**src/rtl/i2cw_pkg.sv**
```systemverilog
package i2cw_pkg;

  // Fixed frame geometry of a register write.
  localparam int unsigned ADDR_W      = 7;
  localparam int unsigned BYTE_W      = 8;
  localparam int unsigned FRAME_BYTES = 3;
  localparam int unsigned SLOT_BITS   = BYTE_W + 1;
  localparam int unsigned FRAME_W     = FRAME_BYTES * BYTE_W;

  typedef enum logic [1:0] {
    SEQ_IDLE  = 2'd0,
    SEQ_START = 2'd1,
    SEQ_BITS  = 2'd2,
    SEQ_STOP  = 2'd3
  } seq_state_t;

  // Packs the three bytes, first byte on the bus in the top bits.
  function automatic logic [FRAME_W-1:0] frame_pack(
    input logic [ADDR_W-1:0] addr,
    input logic [BYTE_W-1:0] idx,
    input logic [BYTE_W-1:0] data
  );
    return {addr, 1'b0, idx, data};
  endfunction

  // SCL release for a given state and quarter: high half is quarters 2 and 3.
  function automatic logic scl_released(input seq_state_t st, input logic [1:0] qtr);
    logic rel;
    case (st)
      SEQ_BITS, SEQ_STOP: rel = qtr[1];
      default:            rel = 1'b1;
    endcase
    return rel;
  endfunction

  // Total quarters of a transfer with a given number of bit slots.
  function automatic int unsigned txn_quarters(input int unsigned slots);
    return 4 * (slots + 2);
  endfunction

endpackage

```
**src/rtl/i2cw_qtick.sv**
```systemverilog
module i2cw_qtick #(
  parameter int unsigned QDIV = 312
) (
  input  logic clk,
  input  logic rst_n,
  input  logic clear_i,
  input  logic run_i,
  output logic tick_o
);
  localparam int unsigned CW = (QDIV > 1) ? $clog2(QDIV) : 1;
  localparam logic [CW-1:0] LAST = CW'(QDIV - 1);

  logic [CW-1:0] cnt_q;

  assign tick_o = run_i && (cnt_q == LAST);

  always_ff @(posedge clk or negedge rst_n) begin
    if (!rst_n) begin
      cnt_q <= '0;
    end else if (clear_i || tick_o) begin
      cnt_q <= '0;
    end else if (run_i) begin
      cnt_q <= cnt_q + 1'b1;
    end
  end
endmodule

```
**src/rtl/i2cw_sync.sv**
```systemverilog
module i2cw_sync #(
  parameter int unsigned STAGES = 2
) (
  input  logic clk,
  input  logic rst_n,
  input  logic d_i,
  output logic q_o
);
  logic [STAGES-1:0] ff_q;

  generate
    if (STAGES == 1) begin : g_one
      always_ff @(posedge clk or negedge rst_n) begin
        if (!rst_n) ff_q <= '1;
        else        ff_q <= d_i;
      end
    end else begin : g_chain
      always_ff @(posedge clk or negedge rst_n) begin
        if (!rst_n) ff_q <= '1;
        else        ff_q <= {ff_q[STAGES-2:0], d_i};
      end
    end
  endgenerate

  assign q_o = ff_q[STAGES-1];
endmodule

```
**src/rtl/i2cw_slot_ctr.sv**
```systemverilog
module i2cw_slot_ctr #(
  parameter int unsigned NBYTES = 3,
  parameter int unsigned BYTE_W = 8
) (
  input  logic                     clk,
  input  logic                     rst_n,
  input  logic                     load_i,
  input  logic [NBYTES*BYTE_W-1:0] frame_i,
  input  logic                     adv_i,
  output logic                     cur_bit_o,
  output logic                     ack_slot_o,
  output logic                     last_slot_o
);
  localparam int unsigned FW    = NBYTES * BYTE_W;
  localparam int unsigned SLOTS = BYTE_W + 1;
  localparam int unsigned BIW   = $clog2(SLOTS);
  localparam int unsigned BYW   = (NBYTES > 1) ? $clog2(NBYTES) : 1;

  logic [FW-1:0]  sh_q;
  logic [BIW-1:0] bit_q;
  logic [BYW-1:0] byte_q;

  assign cur_bit_o   = sh_q[FW-1];
  assign ack_slot_o  = (bit_q == BIW'(BYTE_W));
  assign last_slot_o = ack_slot_o && (byte_q == BYW'(NBYTES - 1));

  always_ff @(posedge clk or negedge rst_n) begin
    if (!rst_n) begin
      sh_q   <= '0;
      bit_q  <= '0;
      byte_q <= '0;
    end else if (load_i) begin
      sh_q   <= frame_i;
      bit_q  <= '0;
      byte_q <= '0;
    end else if (adv_i) begin
      if (ack_slot_o) begin
        bit_q  <= '0;
        byte_q <= byte_q + 1'b1;
      end else begin
        bit_q <= bit_q + 1'b1;
        sh_q  <= {sh_q[FW-2:0], 1'b0};
      end
    end
  end
endmodule

```
**src/rtl/i2c_regwr_master.sv**
```systemverilog
module i2c_regwr_master
  import i2cw_pkg::*;
#(
  parameter int unsigned QDIV        = 312,
  parameter int unsigned SYNC_STAGES = 2
) (
  input  logic       clk,
  input  logic       rst_n,
  input  logic       start_i,
  input  logic [6:0] dev_addr_i,
  input  logic [7:0] reg_idx_i,
  input  logic [7:0] wr_data_i,
  input  logic       sda_i,
  output logic       scl_oe_o,
  output logic       sda_oe_o,
  output logic       busy_o,
  output logic       done_o,
  output logic       ack_err_o
);
  seq_state_t st_q;
  logic [1:0] qtr_q;
  logic       scl_oe_q, sda_oe_q, done_q, err_q, nack_q;

  // Named internal events, used by the bound checker.
  logic ev_accept, ev_tick, ev_sample, ev_slot_end, in_bits;
  logic sda_s, cur_bit, ack_slot, last_slot;

  assign busy_o    = (st_q != SEQ_IDLE);
  assign in_bits   = (st_q == SEQ_BITS);
  assign ev_accept = start_i && !busy_o;
  assign ev_sample   = ev_tick && in_bits && ack_slot && (qtr_q == 2'd2);
  assign ev_slot_end = ev_tick && in_bits && (qtr_q == 2'd3);

  i2cw_qtick #(.QDIV(QDIV)) u_tick (
    .clk(clk), .rst_n(rst_n), .clear_i(ev_accept), .run_i(busy_o), .tick_o(ev_tick)
  );

  i2cw_sync #(.STAGES(SYNC_STAGES)) u_sync (
    .clk(clk), .rst_n(rst_n), .d_i(sda_i), .q_o(sda_s)
  );

  i2cw_slot_ctr #(.NBYTES(FRAME_BYTES), .BYTE_W(BYTE_W)) u_slots (
    .clk(clk), .rst_n(rst_n), .load_i(ev_accept),
    .frame_i(frame_pack(dev_addr_i, reg_idx_i, wr_data_i)),
    .adv_i(ev_slot_end), .cur_bit_o(cur_bit), .ack_slot_o(ack_slot),
    .last_slot_o(last_slot)
  );

  always_ff @(posedge clk or negedge rst_n) begin
    if (!rst_n) begin
      st_q     <= SEQ_IDLE;
      qtr_q    <= 2'd0;
      scl_oe_q <= 1'b0;
      sda_oe_q <= 1'b0;
      done_q   <= 1'b0;
      err_q    <= 1'b0;
      nack_q   <= 1'b0;
    end else begin
      done_q <= 1'b0;
      if (ev_accept) begin
        st_q     <= SEQ_START;
        qtr_q    <= 2'd0;
        scl_oe_q <= 1'b0;
        sda_oe_q <= 1'b0;
        err_q    <= 1'b0;
        nack_q   <= 1'b0;
      end else if (ev_tick) begin
        qtr_q <= qtr_q + 2'd1;
        case (st_q)
          SEQ_START: begin
            if (qtr_q == 2'd1) sda_oe_q <= 1'b1;       // start: SDA low, SCL high
            if (qtr_q == 2'd3) begin
              st_q     <= SEQ_BITS;
              scl_oe_q <= !scl_released(SEQ_BITS, 2'd0);
            end
          end
          SEQ_BITS: begin
            case (qtr_q)
              2'd0: sda_oe_q <= ack_slot ? 1'b0 : !cur_bit; // bit one quarter after SCL fall
              2'd1: scl_oe_q <= !scl_released(SEQ_BITS, 2'd2);
              2'd2: if (ack_slot) nack_q <= sda_s;        // mid-high sample
              default: begin
                scl_oe_q <= 1'b1;
                if (ack_slot && (nack_q || last_slot)) st_q <= SEQ_STOP;
              end
            endcase
          end
          SEQ_STOP: begin
            case (qtr_q)
              2'd0: sda_oe_q <= 1'b1;
              2'd1: scl_oe_q <= !scl_released(SEQ_STOP, 2'd2);
              2'd2: sda_oe_q <= 1'b0;                    // stop: SDA rises, SCL high
              default: begin
                st_q   <= SEQ_IDLE;
                done_q <= 1'b1;
                err_q  <= nack_q;
              end
            endcase
          end
          default: st_q <= SEQ_IDLE;
        endcase
      end
    end
  end

  assign scl_oe_o  = scl_oe_q;
  assign sda_oe_o  = sda_oe_q;
  assign done_o    = done_q;
  assign ack_err_o = err_q;
endmodule

```
**config.mk**
```make
export PLATFORM = sky130hd
export DESIGN_NAME = i2c_regwr_master
export DESIGN_NICKNAME = d
export VERILOG_FILES = /design/src/rtl/i2cw_pkg.sv /design/src/rtl/i2cw_qtick.sv /design/src/rtl/i2cw_sync.sv /design/src/rtl/i2cw_slot_ctr.sv /design/src/rtl/i2c_regwr_master.sv
export SDC_FILE = /design/constraint.sdc
export NUM_CORES = 1
export LEC_CHECK = 0
export BUFFER_PORTS_ARGS = -buffer_cell sky130_fd_sc_hd__buf_2
export CAP_MARGIN = 10
export CORE_MARGIN = 2
export CORE_UTILIZATION = 40
export CTS_CLUSTER_DIAMETER = 200
export DETAILED_ROUTE_END_ITERATION = 16
export SLEW_MARGIN = 20
export SYNTH_ARGS = -nofsm -noshare
export SYNTH_HDL_FRONTEND = slang
export SYNTH_SLANG_ARGS = --single-unit
export TNS_END_PERCENT = 5
```
**constraint.sdc**
```tcl
create_clock -name clk -period 4.3 [get_ports clk]
set_input_delay 0.215 -clock clk [delete_from_list [all_inputs] [get_ports clk]]
set_output_delay 0.215 -clock clk [all_outputs]
set_load 0.01 [all_outputs]
```
==> qor.yml <==
layout:
  fin_cells: 393
  final_area_um2: 3010
  syn_to_final_growth_pct: 11.3
  drive_gt1_share_pct: 23.1
  n_antenna_cell: 0
  fin_nets: 354
outcome:
  status: "finished, final reports clean"
worst_setup_path:
  path_cells: "inv_1 > ha_1 > nand3b_1 > or4_4 > o21ai_4 > mux2_2"
  startpoint: "st_q[0]"
  path_max_fanout: 23
  start_kind: "flop"
  cp.arrival_ns: 3.24
  endpoint_kind: "flop"
  r2r_slack_ns: 1.25
  cp_top_family: "simple AND/OR/NAND/NOR gates"
  timing.rr.end: "u_slots.sh_q[15]"
  ff2ff_path_depth: 6
  path_buf_inv: 1
  regToRegStartpoint: "st_q[0]"
  critical-path-max-stage-delay_ns: 0.68
  critPathCapture: "u_slots.sh_q[15]"
  crit_type: "reg2reg"
  critical_path_required_ns: 4.49
  cp_slowest_cell: "or4_4"
  worst-path-stages: 6
placed_design:
  gp_congestion: 0.739
  dp.cells: 384
  port_buffers: 31
  place_hpwl_um: 3740
  place_area_um2: 2890
logic_synthesis:
  synth_top_area_share_pct: 44.4
  synth_compound_area_share_pct: 10.9
  syn-mean-instance-area_um2: 9.39
  netlist_instances: 288
  synth_cell_types: 41
  syn-num-nets: 327
  synth_xor_area_share_pct: 0.324
  synth_edf_count: 0
  yosysSeqAreaShare_pct: 46.3
  netlist_area_um2: 2710
  synthAdderAreaFrac_pct: 5.55
  synth_top_flop_cell: "dfrtp_1"
  yosys.area_share.simple_pct: 19.5
  synth_top_area_cell: "dfrtp_1"
  muxShareOfSynthArea_pct: 11.8
  yosys_warnings: 0
  ys_seq_elements: 50
  ys_async_sr_fraction_pct: 100
  synth.area.top_cells: "dfrtp_1, nand2_1, mux2_2"
  synth_top_family_by_area: "simple AND/OR/NAND/NOR gates"
cts:
  post_cts_resized: 0
  numCtsBuffers: 5
  cts_root_buffer: "clkbuf_8"
  clk_pin_slew_ns: 0.09
  post_cts_buffers: 0
  cts_max_path_buffers: 2
  cts_tree: "done"
  cts_sinks: 50
  htree_levels: 2
  insertion_delay_ns: 0.30
timing:
  setup_viol: 0
  clock_skew_ns: 0.00810
  hold_violations: 0
  tns_ns: 0
  fin_crit_ns: 3.05
  slew_headroom_pct: 45.4
  clock.fmax_mhz: 328
  worst_hold_slack_ns: 0.00873
  rsz0062_at_grt: "false"
  maxSlewViolCount: 0
  period_share_pct: 71.0
  tightest_slew_ns: 0.818
min_path:
  hold_path_class: "in2async"
floorplanning:
  rows: 29
  ios: 32
  die_area_um2: 7440
  start_util_pct: 41.9
  die_h_um: 86.2
  die_w_um: 86.2
  core_um2: 6460
power_and_ir_drop:
  cellLeakagePower_nw: 1.41
  vdd_drop_max_mv: 0.270
  power_per_cell_area_nw_per_um2: 568
global_routing:
  overflow: 0
  antenna_found_initial: 0
  grt_pass1_vias: 1915
  grt_use_total_pct: 15.4
  grt_max_degree: 51
  grt_pass1_wl_um: 9220
drt:
  antenna_left: 0
  via_per_inst: 5.13
  first_pass_iters: 4
  routed_wl_um: 5360
  wl_per_cell_um: 13.6
  drcViolationCount: 0
  vias: 2017
  first_iter_violations: 80
job:
  maxCapViolCount: 0
cells in the final DEF (no fill, tap or decap), drive strengths merged, types with 2 or more instances in the layout:
| cell | count |
|---|---|
| clkbuf | 6 |
| mux2 | 24 |
| a211oi | 2 |
| dfstp | 2 |
| nor3 | 4 |
| nor2 | 9 |
| o21ai | 21 |
| o31ai | 5 |
| nand3 | 6 |
| nand3b | 2 |
| buf | 34 |
| a31oi | 3 |
| ha | 12 |
| mux2i | 5 |
| nor4 | 2 |
| a21oi | 9 |
| nand2 | 78 |
| or3 | 7 |
| dfrtp | 48 |
| or4 | 3 |
| inv | 16 |
flip-flops by register name, indices dropped and copies added (netlist names):
register / count
u_slots.byte_q: 2
done_o: 1
st_q: 2
sda_oe_o: 1
qtr_q: 2
u_sync.ff_q: 2
scl_oe_o: 1
nack_q: 1
ack_err_o: 1
u_slots.sh_q: 24
u_slots.bit_q: 4
u_tick.cnt_q: 9
synth_stat cells (2+ instances only):
| library cell | number |
|---|---|
| nand2_1 | 78 |
| dfrtp_1 | 48 |
| mux2_2 | 24 |
| o21ai_0 | 20 |
| inv_1 | 16 |
| ha_1 | 12 |
| a21oi_1 | 9 |
| clkbuf_1 | 9 |
| nor2_1 | 9 |
| nand3_1 | 6 |
| or3_1 | 6 |
| mux2i_1 | 5 |
| o31ai_1 | 5 |
| buf_6 | 4 |
| nor3_1 | 4 |
| a31oi_1 | 3 |
| a211oi_1 | 2 |
| clkbuf_2 | 2 |
| dfstp_2 | 2 |
| nand3b_1 | 2 |
| nor4_1 | 2 |
what timing repair did:
action | in CTS | in global routing
hold buffers | 1 | 0
endpoints found under the setup margin | 0 | 0
hold endpoints to repair | 1 | 0
worst reg2reg max path: cells and delay by family (launching register included):
family / cells / cell delay (ns)
AOI/OAI and AO/OA: 1 / 0.65
and+or+nand+nor: 2 / 1.09
DFF: 1 / 0.39
adders and majority gates: 1 / 0.31
muxes: 1 / 0.41
buffers and inverters: 1 / 0.08
per-layer routing:
layer / routed length [µm] / GRT usage (%) / up-vias
met5: 0 / 0 / -
met4: 36 / 4.26 / 0
met3: 150 / 3.52 / 2
met2: 2470 / 24.2 / 23
met1: 2710 / 21.7 / 963
li1: - / - / 1029
metrics by stage:
step,utilization [%],setup slack (ns),total power [mW]
after floorplan,-,2.08,1.26
after global placement,44.8,1.32,1.37
after detailed placement,44.8,1.27,1.40
after CTS,46.6,1.27,1.73
after global routing,46.6,1.07,1.86
final,46.6,1.25,1.71
area by class of cell:
type	instances	area, µm²
tap	77	96.3
sequential	50	1250
fill	627	3450
timing repair buffer	35	188
multi-input combinational	207	1300
clock inverter	2	37.5
inverter	16	60.1
clock buffer	6	72.6
logic make-up (layout without fill, tap and decap cells):
logic type      count (synthesis)  after routing
xor+xnor                        1              1
simple gates                  118            118
fa+ha+maj                      12             12
mux                            29             29
compound gates                 47             47
buf+inv                        31             59
flops                          50             50
power breakdown:
group	internal, mW	leakage, nW	total, mW	switching [mW]
logic	0.305	0.708	0.664	0.360
registers	0.622	0.648	0.714	0.0920
clock network	0.174	0.0514	0.332	0.159
total	1.10	1.41	1.71	0.610
worst min-delay path by stage:
stage               startpoint                to  slack [ns]  depth (start not counted)
finish                   rst_n   u_tick.cnt_q[8]       0.009                          2
global route             rst_n  u_slots.sh_q[11]        0.07                          2
CTS                      rst_n   u_slots.sh_q[4]        0.03                          2
detailed placement       sda_i    u_sync.ff_q[0]        0.32                          1
global placement         sda_i    u_sync.ff_q[0]        0.32                          1
floorplan                rst_n         ack_err_o       -0.08                          0
Power figures use the tool's default switching activity.
